[config.mk]
export PLATFORM = sky130hd
export DESIGN_NAME = mtpg_top
export DESIGN_NICKNAME = d
export VERILOG_FILES = /design/src/rtl/mtpg_pkg.sv /design/src/rtl/mtpg_stage.sv /design/src/rtl/mtpg_render.sv /design/src/rtl/mtpg_rsel.sv /design/src/rtl/mtpg_top.sv
export SDC_FILE = /design/constraint.sdc
export NUM_CORES = 1
export LEC_CHECK = 0
export BUFFER_PORTS_ARGS = -buffer_cell sky130_fd_sc_hd__buf_2
export CAP_MARGIN = 10
export CORE_AREA = 2 2 108 110
export CTS_BUF_LIST = sky130_fd_sc_hd__clkbuf_4 sky130_fd_sc_hd__clkbuf_8
export CTS_CLUSTER_DIAMETER = 60
export CTS_CLUSTER_SIZE = 25
export DETAILED_ROUTE_END_ITERATION = 10
export DIE_AREA = 0 0 110 112
export HOLD_SLACK_MARGIN = 0.05
export PLACE_DENSITY_LB_ADDON = 0.08
export SLEW_MARGIN = 20
export SYNTH_ARGS = -nofsm -noshare
export SYNTH_HDL_FRONTEND = slang
export SYNTH_SLANG_ARGS = --single-unit
[constraint.sdc]
create_clock -name clk -period 8.33 [get_ports clk]
set_clock_uncertainty 0.15 [all_clocks]
set_input_delay 1.666 -clock clk [delete_from_list [all_inputs] [get_ports clk]]
set_output_delay 1.666 -clock clk [all_outputs]
set_load 0.01 [all_outputs]
[src/rtl/mtpg_pkg.sv]
package mtpg_pkg;
   typedef enum logic [2:0] {
      SRC_SINGLE = 3'd0,
      SRC_DUAL   = 3'd1,
      SRC_GLOBAL = 3'd2,
      SRC_QUAD   = 3'd3,
      SRC_GCLEAR = 3'd4
   } rst_src_e;

   typedef enum logic [2:0] {
      IMG_FRAME     = 3'd0,
      IMG_THIN      = 3'd1,
      IMG_CHECKER   = 3'd2,
      IMG_THINTHICK = 3'd3,
      IMG_DIAG      = 3'd4,
      IMG_HERRING   = 3'd5,
      IMG_BLACK     = 3'd6,
      IMG_SPARE     = 3'd7
   } img_e;
endpackage

[src/rtl/mtpg_stage.sv]
module mtpg_stage #(
   parameter int ROW_W  = 11,
   parameter int SEG_CW = 4
) (
   input  logic              clk,
   input  logic              rst_n,
   input  logic [2:0]        pat_d,
   input  logic [ROW_W-1:0]  row_d,
   input  logic [SEG_CW-1:0] seg_d,
   input  logic [1:0]        type_d,
   output mtpg_pkg::img_e    pat_q,
   output logic [ROW_W-1:0]  row_q,
   output logic [SEG_CW-1:0] seg_q,
   output logic [1:0]        type_q,
   output logic              live_q
);
   always_ff @(posedge clk) begin
      if (!rst_n) begin
         pat_q  <= mtpg_pkg::IMG_FRAME;
         row_q  <= '0;
         seg_q  <= '0;
         type_q <= '0;
         live_q <= 1'b0;
      end else begin
         pat_q  <= mtpg_pkg::img_e'(pat_d);
         row_q  <= row_d;
         seg_q  <= seg_d;
         type_q <= type_d;
         live_q <= 1'b1;
      end
   end
endmodule

[src/rtl/mtpg_render.sv]
module mtpg_render #(
   parameter int SEG_PIX = 256,
   parameter int LINE_W  = 1024,
   parameter int ROWS    = 768,
   parameter int ROW_W   = 11,
   parameter int SEG_CW  = 4
) (
   input  mtpg_pkg::img_e    pat_q,
   input  logic [ROW_W-1:0]  row_q,
   input  logic [SEG_CW-1:0] seg_q,
   input  logic              live_q,
   output logic [SEG_PIX-1:0] seg_bits,
   output logic              in_line
);
   import mtpg_pkg::*;
   localparam int SEGS = LINE_W / SEG_PIX;
   localparam int XW   = SEG_CW + $clog2(SEG_PIX);

   assign in_line = live_q && (int'(seg_q) < SEGS);

   for (genvar c = 0; c < SEG_PIX; c++) begin : g_pix
      logic [XW-1:0] x;
      logic          on;
      assign x = XW'(seg_q) * XW'(SEG_PIX) + XW'(c);
      always_comb begin
         case (pat_q)
            IMG_FRAME: on = (x == '0) || (x == XW'(LINE_W - 1)) ||
                            (row_q == '0) || (row_q == ROW_W'(ROWS - 1)) ||
                            ((x >= XW'(2)) && (x <= XW'(5)) &&
                             (row_q >= ROW_W'(2)) && (row_q <= ROW_W'(5)));
            IMG_THIN:      on = (x[2:0] == 3'd0);
            IMG_CHECKER:   on = x[2] ^ row_q[2];
            IMG_THINTHICK: on = (x[3:0] == 4'd0) || (x[3:2] == 2'b10);
            IMG_DIAG:      on = (x[3:0] == row_q[3:0]);
            IMG_HERRING:   on = x[3] ? (x[2:0] == ~row_q[2:0])
                                     : (x[2:0] == row_q[2:0]);
            default:       on = 1'b0;
         endcase
      end
      assign seg_bits[c] = on && in_line;
   end
endmodule

[src/rtl/mtpg_rsel.sv]
module mtpg_rsel (
   input  mtpg_pkg::img_e   pat_q,
   input  logic [1:0]       type_q,
   input  logic             live_q,
   output mtpg_pkg::rst_src_e src
);
   import mtpg_pkg::*;
   always_comb begin
      if (!live_q) begin
         src = SRC_SINGLE;
      end else if (pat_q == IMG_BLACK || pat_q == IMG_SPARE) begin
         src = SRC_GCLEAR;
      end else begin
         case (type_q)
            2'b00:   src = SRC_SINGLE;
            2'b01:   src = SRC_DUAL;
            2'b10:   src = SRC_GLOBAL;
            default: src = SRC_QUAD;
         endcase
      end
   end
endmodule

[src/rtl/mtpg_top.sv]
module mtpg_top #(
   parameter int CH_W   = 64,
   parameter int LINE_W = 1024,
   parameter int ROWS   = 768,
   parameter int ROW_W  = 11,
   parameter int SEG_CW = 4
) (
   input  logic              clk,
   input  logic              rst_n,
   input  logic [2:0]        pat_idx,
   input  logic [ROW_W-1:0]  row_in,
   input  logic [SEG_CW-1:0] seg_cnt,
   input  logic [1:0]        rst_type,
   output logic [CH_W-1:0]   ch_a,
   output logic [CH_W-1:0]   ch_b,
   output logic [CH_W-1:0]   ch_c,
   output logic [CH_W-1:0]   ch_d,
   output logic              data_valid,
   output logic [2:0]        rst_sel
);
   import mtpg_pkg::*;
   localparam int CHANNELS = 4;
   localparam int SEG_PIX  = CHANNELS * CH_W;
   localparam int SEGS     = LINE_W / SEG_PIX;

   if (LINE_W % SEG_PIX != 0) begin : g_bad_width
      $error("LINE_W must be a whole number of segments");
   end
   if (SEGS < 1 || SEGS > (1 << SEG_CW)) begin : g_bad_segs
      $error("segment count does not fit SEG_CW");
   end
   if (ROWS < 1 || ROWS > (1 << ROW_W)) begin : g_bad_rows
      $error("ROWS does not fit ROW_W");
   end

   img_e              pat_q;
   logic [ROW_W-1:0]  row_q;
   logic [SEG_CW-1:0] seg_q;
   logic [1:0]        type_q;
   logic              live_q;
   logic [SEG_PIX-1:0] seg_bits;
   logic              in_line;
   rst_src_e          src;
   logic [CH_W-1:0]   ch_data [CHANNELS];

   mtpg_stage #(.ROW_W(ROW_W), .SEG_CW(SEG_CW)) u_stage (
      .clk(clk), .rst_n(rst_n),
      .pat_d(pat_idx), .row_d(row_in), .seg_d(seg_cnt), .type_d(rst_type),
      .pat_q(pat_q), .row_q(row_q), .seg_q(seg_q), .type_q(type_q),
      .live_q(live_q)
   );

   mtpg_render #(.SEG_PIX(SEG_PIX), .LINE_W(LINE_W), .ROWS(ROWS),
                 .ROW_W(ROW_W), .SEG_CW(SEG_CW)) u_render (
      .pat_q(pat_q), .row_q(row_q), .seg_q(seg_q), .live_q(live_q),
      .seg_bits(seg_bits), .in_line(in_line)
   );

   mtpg_rsel u_rsel (
      .pat_q(pat_q), .type_q(type_q), .live_q(live_q), .src(src)
   );

   for (genvar k = 0; k < CHANNELS; k++) begin : g_chan
      assign ch_data[k] = seg_bits[k*CH_W +: CH_W];
   end

   assign ch_a       = ch_data[0];
   assign ch_b       = ch_data[1];
   assign ch_c       = ch_data[2];
   assign ch_d       = ch_data[3];
   assign data_valid = in_line;
   assign rst_sel    = src;
endmodule

==> results of run 1 <==
==> worst min path at each step <==
| stage | to | slack [ns] | cells after the start |
|---|---|---|---|
| finish | u_stage.row_q[3]$_SDFF_PN0_ | 1.46 | 2 |
| global route | u_stage.pat_q[2]$_SDFF_PN0_ | 1.47 | 2 |
| CTS | u_stage.row_q[3]$_SDFF_PN0_ | 1.46 | 2 |
| detailed placement | u_stage.row_q[3]$_SDFF_PN0_ | 1.72 | 2 |
| global placement | u_stage.row_q[4]$_SDFF_PN0_ | 1.72 | 2 |
| floorplan | u_stage.live_q$_DFF_P_ | 1.54 | 0 |
==> sequential cells by signal, summed over array words and instances (netlist names) <==
| name | count |
|---|---|
| u_stage.pat_q | 3 |
| u_stage.type_q | 2 |
| u_stage.seg_q | 4 |
| u_stage.row_q | 11 |
| u_stage.live_q | 1 |
==> cell type report <==
type	count	area share, %
multi-input combinational	125	29.14
clock buffer	3	1.418
clock inverter	1	0.1719
timing repair buffer	281	48.30
sequential	21	14.44
inverter	3	0.3868
tap	143	6.145
==> power by group through the flow <==
stage               logic, mW  registers [mW]  clock network [mW]
finish                 0.0850           0.113              0.0623
global route           0.0945           0.115              0.0679
CTS                    0.0856           0.114              0.0647
detailed placement     0.0854           0.116                   0
global placement       0.0859           0.116                   0
floorplan              0.0873           0.111                   0
==> logic make-up after synthesis <==
logic type      after synthesis  share of synthesized area (%)
compound gates               41                          9.005
xor+xnor                      1                         0.2892
fa+ha+maj                     2                         0.8260
buf+inv                     248                          59.98
flops                        21                          13.88
simple gates                 81                          16.03
==> worst max-delay path, stage by stage, from the launching register on <==
cell,delay [ns]
dfxtp_1,0.36
nor3b_1,0.41
nand3_1,0.66
a31oi_1,0.98
buf_2,0.28
==> layout by cell type (no fill, tap or decap) <==
master / instances
buf_2: 281
and2_1: 22
dfxtp_1: 21
nand2_1: 18
a31oi_1: 9
a31oi_2: 9
nor2_1: 8
o22ai_1: 8
nand3_1: 6
nand2b_1: 5
nor3_1: 3
inv_1: 3
a22oi_1: 3
clkbuf_8: 3
and3b_1: 2
nor3b_1: 2
nor2b_1: 2
or3_1: 2
a32oi_1: 2
o21ai_0: 2
a41oi_1: 2
a21oi_1: 2
ha_1: 2
and2_0: 1
nand4bb_1: 1
nand4_1: 1
o21ai_1: 1
or4_4: 1
nor4b_4: 1
nor4_4: 1
or4_1: 1
nor4_1: 1
xnor2_1: 1
or2_2: 1
o31ai_1: 1
a22oi_2: 1
or3b_2: 1
nand3b_1: 1
o211ai_1: 1
clkinv_2: 1
==> metrics by stage <==
| stage | cells | total power [mW] | hold slack (ns) |
|---|---|---|---|
| 2_1_floorplan | 394 | 0.1980 | 1.544 |
| 3_3_place_gp | 573 | 0.2018 | 1.722 |
| 3_5_place_dp | 573 | 0.2012 | 1.721 |
| 4_1_cts | 577 | 0.2639 | 1.458 |
| 5_1_grt | 577 | 0.2771 | 1.465 |
| 6_report | 577 | 0.2608 | 1.464 |
==> layer usage <==
metal	up-vias	GRT usage, %	part of all wire (%)
met5	-	0	0
met4	0	1.941	0.80
met3	4	0.5269	6.9
met2	111	17.06	51
met1	948	11.87	42
li1	1134	-	-
==> impl_summary.txt, run 1 <==
----------------------------------------------------
[Timing]
  Setup repair after global routing missed its margin ... false
  Final Critical Period ... between 4 and 5 ns
  Setup TNS ... 0 ns
  Slew at the pin with the worst max-slew slack ... approximately 1.0 ns
  Max-Slew Margin vs Limit ... between 30% and 40%
  Final worst setup slack ... between 3 and 4 ns
  Final setup violation count ... 0
  Highest Clock Rate ... ~210 MHz
  Period utilisation layout ... 57.21%
  Max Transition Viols Final ... 0
  Final count of hold timing violations ... 0

[Cells and area]
  Area Growth Syn to Fin ... -3.883%
  Multi-input gate area in the final layout ... 848.3 sq um
  Final core area utilization ... a little over a quarter
  Antenna cells ... 0
  Fraction of final layout cells with drive strength greater than 1 ... 69.12%
  Final cell area excluding filler cells ... slightly below 3000 sq um
  Number of filler instances in the final layout ... approximately 1200
  Sequential cell area ... between 400 and 500 sq um
  Net count of the finished layout ... between 400 and 500

[Global routing]
  Antenna violations before repair ... 0
  Gr ovfl total ... 0
  Via count of the first global-routing pass ... around 1700
  Combined global-route utilization of all metal layers ... under 10%
  Largest net degree at the start of global routing ... 22
  Wire length of the first global-routing pass ... 9259 um

[Synth]
  Synthesized flop and latch total ... 21
  Top cell type's share of synthesized area ... slightly below 60%
  Synth async-reset ratio ... 0%
  Number of nets produced by synthesis ... about 420
  Post-synthesis instance total ... 394
  Post-synthesis instance area ... 3029 sq um
  Cell type with the highest aggregate area in the netlist ... buf_4
  Synth warn ... 0
  Sequential fraction of the synthesis area ... between 10 and 15%
  Count of flip-flops with a built-in enable after synthesis ... 0
  Most used flip-flop cell after synthesis ... dfxtp_1
  Top cells by area in the synthesized netlist ... buf_4, dfxtp_1, and2_1
  Library cells used by synthesis ... 39
  Most used standard cells in the synthesized netlist ... buf_4, and2_1, dfxtp_1
  Most instantiated library cell after synthesis ... buf_4
  Post-Synthesis Mean Instance Area ... slightly below 8 sq um

[Route]
  Via count of the routed design ... around 2200
  1st-iter DRT viols ... just under 60
  Via density per instance ... 3.808
  First-pass iteration count of the detailed router ... 4
  Post-route DRC ... 0
  Total wire length after detailed routing ... approximately 6900 um
  Count of nets left with antenna violations after detail routing ... 0
  WL per Instance ... roughly 12 um

[Power]
  Power share of the sequential group ... roughly 44%
  Reported net switching power ... roughly 0.087 mW
  PwrDens ... approximately 90 nW/um^2
  Combinational share of power ... 32.6%
  Leakage power ... approximately 1.9 nW
  Switch share ... between 30% and 40%
  Max rail drop VDD ... slightly above 0.00009 V
  Clock share of power ... roughly a quarter
  P_int ... 0.1740 mW

[Clock tree]
  Number of clock sinks ... 21
  Root cell of the clock tree ... clkbuf_8
  CTS Buf Count ... 3
  Clock tree from TritonCTS ... built
  Clock slew at the register clock pins of the worst setup and hold paths ... 0.07 ns
  Post-cts repair resize count ... 0
  Post-CTS Setup Bufs ... 0
  Buffers from clock root to sink, at most ... 2
  Number of buffers added to fix hold violations after cts ... 0
  H-tree levels ... 1

[Critical path]
  Required time of the critical path ... 6.51 ns
  Kind of critical path ... flip-flop to primary output
  Highest net fanout along the worst path ... 16
  Arrival time of data at the critical path endpoint ... 2.95 ns
  Critical path endpoint category ... primary output
  Launching element of the worst setup path ... u_stage.live_q$_DFF_P_
  Kind of start point of the critical path ... flip-flop
  Crit path capture ... ch_a[60]

[Flow run]
  Max cap viols ... 0

[Floorplan]
  Chip height ... roughly 110 um
  Die Area ... approximately 12000 sq um
  Num rows ... 39
  Initial cell density of the core ... a little over a quarter
  Ports ... around 280
  Width of the die ... roughly 110 um
  Core area ... ~11000 sq um

[Min path]
  Hold Crit Start ... row_in[3]
  Hold/Removal Path Class ... primary input to flip-flop

[Placed design]
  Global placement routability congestion ... between 0.7 and 0.8
  Placed inst area ... between 2000 and 3000 sq um
  Pre-CTS worst setup slack ... about 3.8 ns
  Placed wire-length estimate after detailed placement ... roughly 5600 um
  Count of port buffers added during placement ... ~280

[Run status]
  Run status ... complete, no violations

----------------------------------------------------
(Power assumes the default switching activity.)
==> inputs of run 2 (changes only) <==
--- a/config.mk
+++ b/config.mk
@@ -7,12 +7,12 @@
 export LEC_CHECK = 0
 export BUFFER_PORTS_ARGS = -buffer_cell sky130_fd_sc_hd__buf_2
 export CAP_MARGIN = 10
-export CORE_AREA = 2 2 108 110
+export CORE_AREA = 2 2 109 111
 export CTS_BUF_LIST = sky130_fd_sc_hd__clkbuf_4 sky130_fd_sc_hd__clkbuf_8
 export CTS_CLUSTER_DIAMETER = 60
 export CTS_CLUSTER_SIZE = 25
 export DETAILED_ROUTE_END_ITERATION = 10
-export DIE_AREA = 0 0 110 112
+export DIE_AREA = 0 0 111 113
 export HOLD_SLACK_MARGIN = 0.05
 export PLACE_DENSITY_LB_ADDON = 0.08
 export SLEW_MARGIN = 20
==> constraint.sdc (replaced) <==
create_clock -name clk -period 4.6 [get_ports clk]
set_clock_uncertainty 0.15 [all_clocks]
set_input_delay 0.92 -clock clk [delete_from_list [all_inputs] [get_ports clk]]
set_output_delay 0.92 -clock clk [all_outputs]
set_load 0.01 [all_outputs]
==> run 2 against run 1 <==
Effect of this change: critical endpoint is now ch_c[47]; total power increased by 82%; largest cell class unchanged; critical path depth rose by 1; sequential cell count is the same; setup slack worse by 2.8 ns; hold slack worse by 0.74 ns; sequential share of layout area is 0.056 points lower; non-clock buffer count increased by 9; first-iteration DRC count is 46% higher; cell area up 0.39%.
==> impl_summary.txt, run 2 (synthesized netlist as in run 1, its figures left out) <==
----------------------------------------------------
[Clock tree]
  Number of clock sinks ... 21
  Post-CTS Setup Bufs ... 0
  Post-cts repair resize count ... 0
  Buffers from clock root to sink, at most ... 2
  Clock slew at the register clock pins of the worst setup and hold paths ... ~0.070 ns
  H-tree levels ... 1
  Number of buffers added to fix hold violations after cts ... 0
  Root cell of the clock tree ... clkbuf_8
  Clock tree from TritonCTS ... built
  CTS Buf Count ... 3

[Run status]
  Run status ... complete, no violations

[Timing]
  Setup repair after global routing missed its margin ... false
  Max Transition Viols Final ... 0
  Max-Slew Margin vs Limit ... around 37%
  Setup TNS ... 0 ns
  Highest Clock Rate ... approximately 260 MHz
  Final setup violation count ... 0
  Period utilisation layout ... 83.83%
  Final count of hold timing violations ... 0
  Final Critical Period ... 3.856 ns
  Slew at the pin with the worst max-slew slack ... 0.9398 ns

[Critical path]
  Arrival time of data at the critical path endpoint ... ~2.8 ns
  Highest net fanout along the worst path ... 15
  Required time of the critical path ... between 3 and 4 ns
  Kind of critical path ... flip-flop to primary output
  Critical path endpoint category ... primary output
  Kind of start point of the critical path ... flip-flop

[Flow run]
  Max cap viols ... 0

[Floorplan]
  Chip height ... approximately 110 um
  Core area ... about 11000 sq um
  Die Area ... ~13000 sq um
  Ports ... about 280
  Num rows ... 39
  Initial cell density of the core ... around 27%
  Width of the die ... roughly 110 um

[Power]
  Final Total Pwr ... about 0.47 mW
  PwrDens ... about 160 nW/um^2
  Leakage power ... roughly 2 nW
  Max rail drop VDD ... 0.0001793 V

[Route]
  Count of nets left with antenna violations after detail routing ... 0
  Via count of the routed design ... 2246
  First-pass iteration count of the detailed router ... 5
  Via density per instance ... ~3.8
  1st-iter DRT viols ... 86
  WL per Instance ... between 10 and 15 um
  Total wire length after detailed routing ... around 6800 um
  Post-route DRC ... 0

[Global routing]
  GRT Max-Usage Layer ... met2
  Largest net degree at the start of global routing ... 22
  Wire length of the first global-routing pass ... 9453 um
  Gr ovfl total ... 0
  Via count of the first global-routing pass ... approximately 1700
  M1 GR Usage ... 11.86%
  Combined global-route utilization of all metal layers ... under 10%
  Antenna violations before repair ... 0
  Met3 Usage GRT ... 0.4821%
  Met2 Usage GRT ... around 16%

[Placed design]
  Count of port buffers added during placement ... between 200 and 300
  Global placement routability congestion ... about 0.77
  Placed wire-length estimate after detailed placement ... between 5000 and 6000 um

[Min path]
  Hold/Removal Path Class ... primary input to flip-flop

[Cells and area]
  Top register by number of flip-flops ... u_stage.row_q
  Flip-flop count of the largest register after layout ... 11
  Highest-count cells in the layout ignoring fill and taps ... buf_2, and2_1, dfxtp_1, nand2_1, a31oi_1
  Number of filler instances in the final layout ... 1270
  Most common cell after layout, fill and taps aside ... buf_2
  Antenna cells ... 0
  Net count of the finished layout ... 468
  Largest registers ... u_stage.row_q (11), u_stage.seg_q (4), u_stage.pat_q (3)
  Fraction of final layout cells with drive strength greater than 1 ... about two thirds
  Area Growth Syn to Fin ... -3.511%

----------------------------------------------------
[run 2: cell count changes in the layout (fill, tap and decap cells not counted), sizes merged]
cell and change:
buf +9
[run 2: layer usage]
layer  wire length [um]  up-vias
met5                  0        -
met4                 12        0
met3                513        2
met2               3400      122
met1               2831      967
li1                   -     1155
[run 2: critical path: stages (launching register included)]
cell     delay [ns]
dfxtp_1        0.31
or4_4          0.55
nor4b_4        0.34
a22oi_2        0.29
a31oi_1        0.76
buf_2          0.28
[run 2: per-stage QoR]
step / instances / cell area (sq um) / utilization [%] / hold slack, ns / setup WS, ns
floorplan: 394 / 3029 / - / 0.7977 / 1.037
global placement: 582 / 2877 / 25.52 / 0.9760 / 1.011
detailed placement: 582 / 2877 / 25.52 / 0.9796 / 0.9604
CTS: 586 / 2923 / 25.93 / 0.7159 / 0.6782
global route: 586 / 2923 / 25.93 / 0.7193 / 0.4064
finish: 586 / 2923 / 25.93 / 0.7214 / 0.7439
[run 2: cell type report]
| type | instances | area [sq um] | area share (%) |
|---|---|---|---|
| clock buffers | 3 | 41.29 | 1.413 |
| inverters | 3 | 11.26 | 0.3853 |
| repair buffers | 290 | 1474 | 50.43 |
| well taps | 143 | 178.9 | 6.122 |
| flip-flops and latches | 21 | 420.4 | 14.38 |
| multi-input cells | 125 | 792.0 | 27.10 |
| clock inverters | 1 | 5.005 | 0.1712 |
[run 2: final timing paths]
kind                               startpoint                     endpoint  slack, ns  cells past startpoint
hold / removal                      row_in[1]  u_stage.row_q[1]$_SDFF_PN0_       0.72                      2
setup / recovery  u_stage.row_q[4]$_SDFF_PN0_                     ch_c[47]       0.74                      5
[run 2: report_power, final]
group	leakage [nW]	internal (mW)	switching [mW]
Clock	0.0255	0.0601	0.0532
Sequential	0.175	0.192	0.0143
Combinational	1.78	0.0659	0.0893
Total	1.98	0.318	0.157
==> inputs of run 3 (changes only) <==
--- a/config.mk
+++ b/config.mk
@@ -7,12 +7,12 @@
 export LEC_CHECK = 0
 export BUFFER_PORTS_ARGS = -buffer_cell sky130_fd_sc_hd__buf_2
 export CAP_MARGIN = 10
-export CORE_AREA = 2 2 109 111
+export CORE_AREA = 2 2 108 110
 export CTS_BUF_LIST = sky130_fd_sc_hd__clkbuf_4 sky130_fd_sc_hd__clkbuf_8
 export CTS_CLUSTER_DIAMETER = 60
 export CTS_CLUSTER_SIZE = 25
 export DETAILED_ROUTE_END_ITERATION = 10
-export DIE_AREA = 0 0 111 113
+export DIE_AREA = 0 0 110 112
 export HOLD_SLACK_MARGIN = 0.05
 export PLACE_DENSITY_LB_ADDON = 0.08
 export SLEW_MARGIN = 20
==> constraint.sdc (replaced) <==
create_clock -name clk -period 3.1 [get_ports clk]
set_clock_uncertainty 0.15 [all_clocks]
set_input_delay 0.62 -clock clk [delete_from_list [all_inputs] [get_ports clk]]
set_output_delay 0.62 -clock clk [all_outputs]
set_load 0.01 [all_outputs]
==> run 3 against run 2 <==
Effect of this change: hold slack got worse by 0.30 ns; first-iteration DRC count fell by 48%; cell area rose by 9.8%; clock-buffer cell count did not move; setup slack got worse by 0.62 ns; non-clock buffer count rose by 24; total power rose by 52%; critical path type unchanged; critical endpoint is now ch_d[51]; largest power group unchanged; highest routed layer unchanged.
==> impl_summary.txt, run 3 (synthesized netlist as in run 1, its figures left out) <==
----------------------------------------------------
[Global routing]
  Combined global-route utilization of all metal layers ... 9.315%
  Largest net degree at the start of global routing ... 22
  Wire length of the first global-routing pass ... 9425 um
  Gr ovfl total ... 0
  Antenna violations before repair ... 0
  Via count of the first global-routing pass ... 1745

[Critical path]
  Family with the most delay on the worst path ... simple AND/OR/NAND/NOR gates
  Kind of critical path ... flip-flop to primary output
  Largest stage delay, worst path ... 0.55 ns
  Required time of the critical path ... approximately 2.3 ns
  Highest net fanout along the worst path ... 7
  Arrival time of data at the critical path endpoint ... between 2 and 2.5 ns
  Kind of start point of the critical path ... flip-flop
  Critical path endpoint category ... primary output
  Cell count along the critical path ... 7
  Critical path buffer and inverter count ... 3
  Series of cell instances along the critical path ... or4_4 -> nor4b_4 -> buf_4 -> a22oi_1 -> a21oi_2 -> buf_4 -> buf_2
  Cell repeated most along the worst path ... buf_4
  Slowest-stage cell, CP ... or4_4

[Clock tree]
  Root cell of the clock tree ... clkbuf_8
  Clock slew at the register clock pins of the worst setup and hold paths ... around 0.07 ns
  H-tree levels ... 1
  CTS Buf Count ... 3
  Clock tree from TritonCTS ... built
  Post-CTS Setup Bufs ... 0
  Buffers from clock root to sink, at most ... 2
  Number of buffers added to fix hold violations after cts ... 0
  Number of clock sinks ... 21

[Cells and area]
  Flip-flop count of the largest register after layout ... 11
  Antenna cells ... 0
  Top register by number of flip-flops ... u_stage.row_q
  Net count of the finished layout ... roughly 490
  Post-route insts no fill ... 610
  Most common cell after layout, fill and taps aside ... buf_2
  Area Growth Syn to Fin ... 5.948%
  Number of filler instances in the final layout ... 1252
  Largest registers ... u_stage.row_q (11), u_stage.seg_q (4), u_stage.pat_q (3)
  Fraction of final layout cells with drive strength greater than 1 ... about 72%
  Highest-count cells in the layout ignoring fill and taps ... buf_2, buf_4, and2_1, dfxtp_1, nand2_1

[Floorplan]
  Num rows ... 39
  Ports ... about 280
  Initial cell density of the core ... a little over a quarter
  Width of the die ... around 110 um
  Die Area ... 12320 sq um
  Core area ... between 10000 and 15000 sq um
  Chip height ... roughly 110 um

[Route]
  Count of nets left with antenna violations after detail routing ... 0
  Total wire length after detailed routing ... ~7300 um
  Via count of the routed design ... 2323
  WL per Instance ... approximately 12 um
  1st-iter DRT viols ... 45
  First-pass iteration count of the detailed router ... 4
  Post-route DRC ... 0
  Via density per instance ... about 3.8

[Min path]
  Hold Crit Start ... row_in[3]
  Worst hold path endpoint ... u_stage.row_q[3]$_SDFF_PN0_
  Hold/Removal Path Class ... primary input to flip-flop
  Hold path depth ... 2

[Flow run]
  Max cap viols ... 0

[Power]
  Max rail drop VDD ... between 0.0002 and 0.00025 V
  PwrDens ... between 200 and 250 nW/um^2
  P_int ... ~0.49 mW
  Switch share ... 32.91%
  Reported net switching power ... 0.2381 mW
  Power share of the sequential group ... between 40% and 50%
  Final Total Pwr ... about 0.72 mW
  Leakage power ... between 2 and 2.5 nW
  Combinational share of power ... 35.7%
  Clock share of power ... a little under a quarter

[Placed design]
  Count of port buffers added during placement ... between 200 and 300
  Placed wire-length estimate after detailed placement ... approximately 5700 um
  Global placement routability congestion ... approximately 0.75
  Placed insts ... about 600

[Run status]
  Run status ... complete, no violations

[Timing]
  Setup TNS ... 0 ns
  Max Transition Viols Final ... 0
  Final count of hold timing violations ... 0
  Slew at the pin with the worst max-slew slack ... about 0.78 ns
  Final Critical Period ... about 3 ns
  Final setup violation count ... 0
  Hold Worst Slack ... between 0.4 and 0.5 ns
  Setup repair after global routing missed its margin ... true
  Period utilisation layout ... a little over nine tenths
  Highest Clock Rate ... between 300 and 400 MHz
  Max-Slew Margin vs Limit ... a little under half

----------------------------------------------------
==> run 3: cell types whose count changed in the layout (fill, tap and decap cells not counted), sizes merged <==
cell	delta
buf	+24
==> run 3: power by group through the flow <==
stage / clock network (mW) / registers (mW) / logic (mW)
after global placement: 0 / 0.305 / 0.255
after CTS: 0.171 / 0.298 / 0.253
after detailed placement: 0 / 0.305 / 0.253
final: 0.167 / 0.298 / 0.259
after floorplan: 0 / 0.298 / 0.235
after global routing: 0.183 / 0.301 / 0.286
==> run 3: how the worst max path moves through the flow <==
stage	from	to	slack (ns)
5_1_grt	u_stage.row_q[4]$_SDFF_PN0_	ch_a[10]	-0.01
3_3_place_gp	u_stage.row_q[4]$_SDFF_PN0_	ch_a[9]	0.37
6_report	u_stage.row_q[4]$_SDFF_PN0_	ch_d[51]	0.12
3_5_place_dp	u_stage.row_q[4]$_SDFF_PN0_	ch_d[44]	0.32
2_1_floorplan	u_stage.row_q[4]$_SDFF_PN0_	ch_a[22]	-0.16
4_1_cts	u_stage.row_q[4]$_SDFF_PN0_	ch_d[44]	0.05
==> run 3: what timing repair did <==
item                                   in CTS  in global routing
endpoints found under the hold margin       0                  0
setup endpoints to repair                   0                220
gates resized for setup                     0                 33
==> run 3: metal layers <==
metal / up-vias / part of all wire (%) / GRT usage, %
met5: - / 0 / 0
met4: 0 / 0.22 / 1.013
li1: 1198 / - / -
met3: 2 / 6.1 / 0.5855
met1: 1015 / 42 / 12.77
met2: 108 / 52 / 16.36
==> run 3: cell type report <==
class                      instances  area, sq um  share of cell area (%)
multi-input combinational        125        878.3                   27.37
clock inverter                     1        5.005                  0.1559
timing repair buffer             314         1674                   52.16
sequential                        21        420.4                   13.10
inverter                           3        11.26                  0.3509
clock buffer                       3        41.29                   1.287
tap                              143        178.9                   5.575
==> run 3: metrics by stage <==
| stage | utilization [%] | setup slack [ns] | area, sq um |
|---|---|---|---|
| after floorplan | - | -0.1632 | 3049 |
| after global placement | 27.06 | 0.3653 | 3024 |
| after detailed placement | 27.06 | 0.3232 | 3024 |
| after CTS | 27.48 | 0.04758 | 3070 |
| after global routing | 28.72 | -0.01201 | 3209 |
| final | 28.72 | 0.1201 | 3209 |
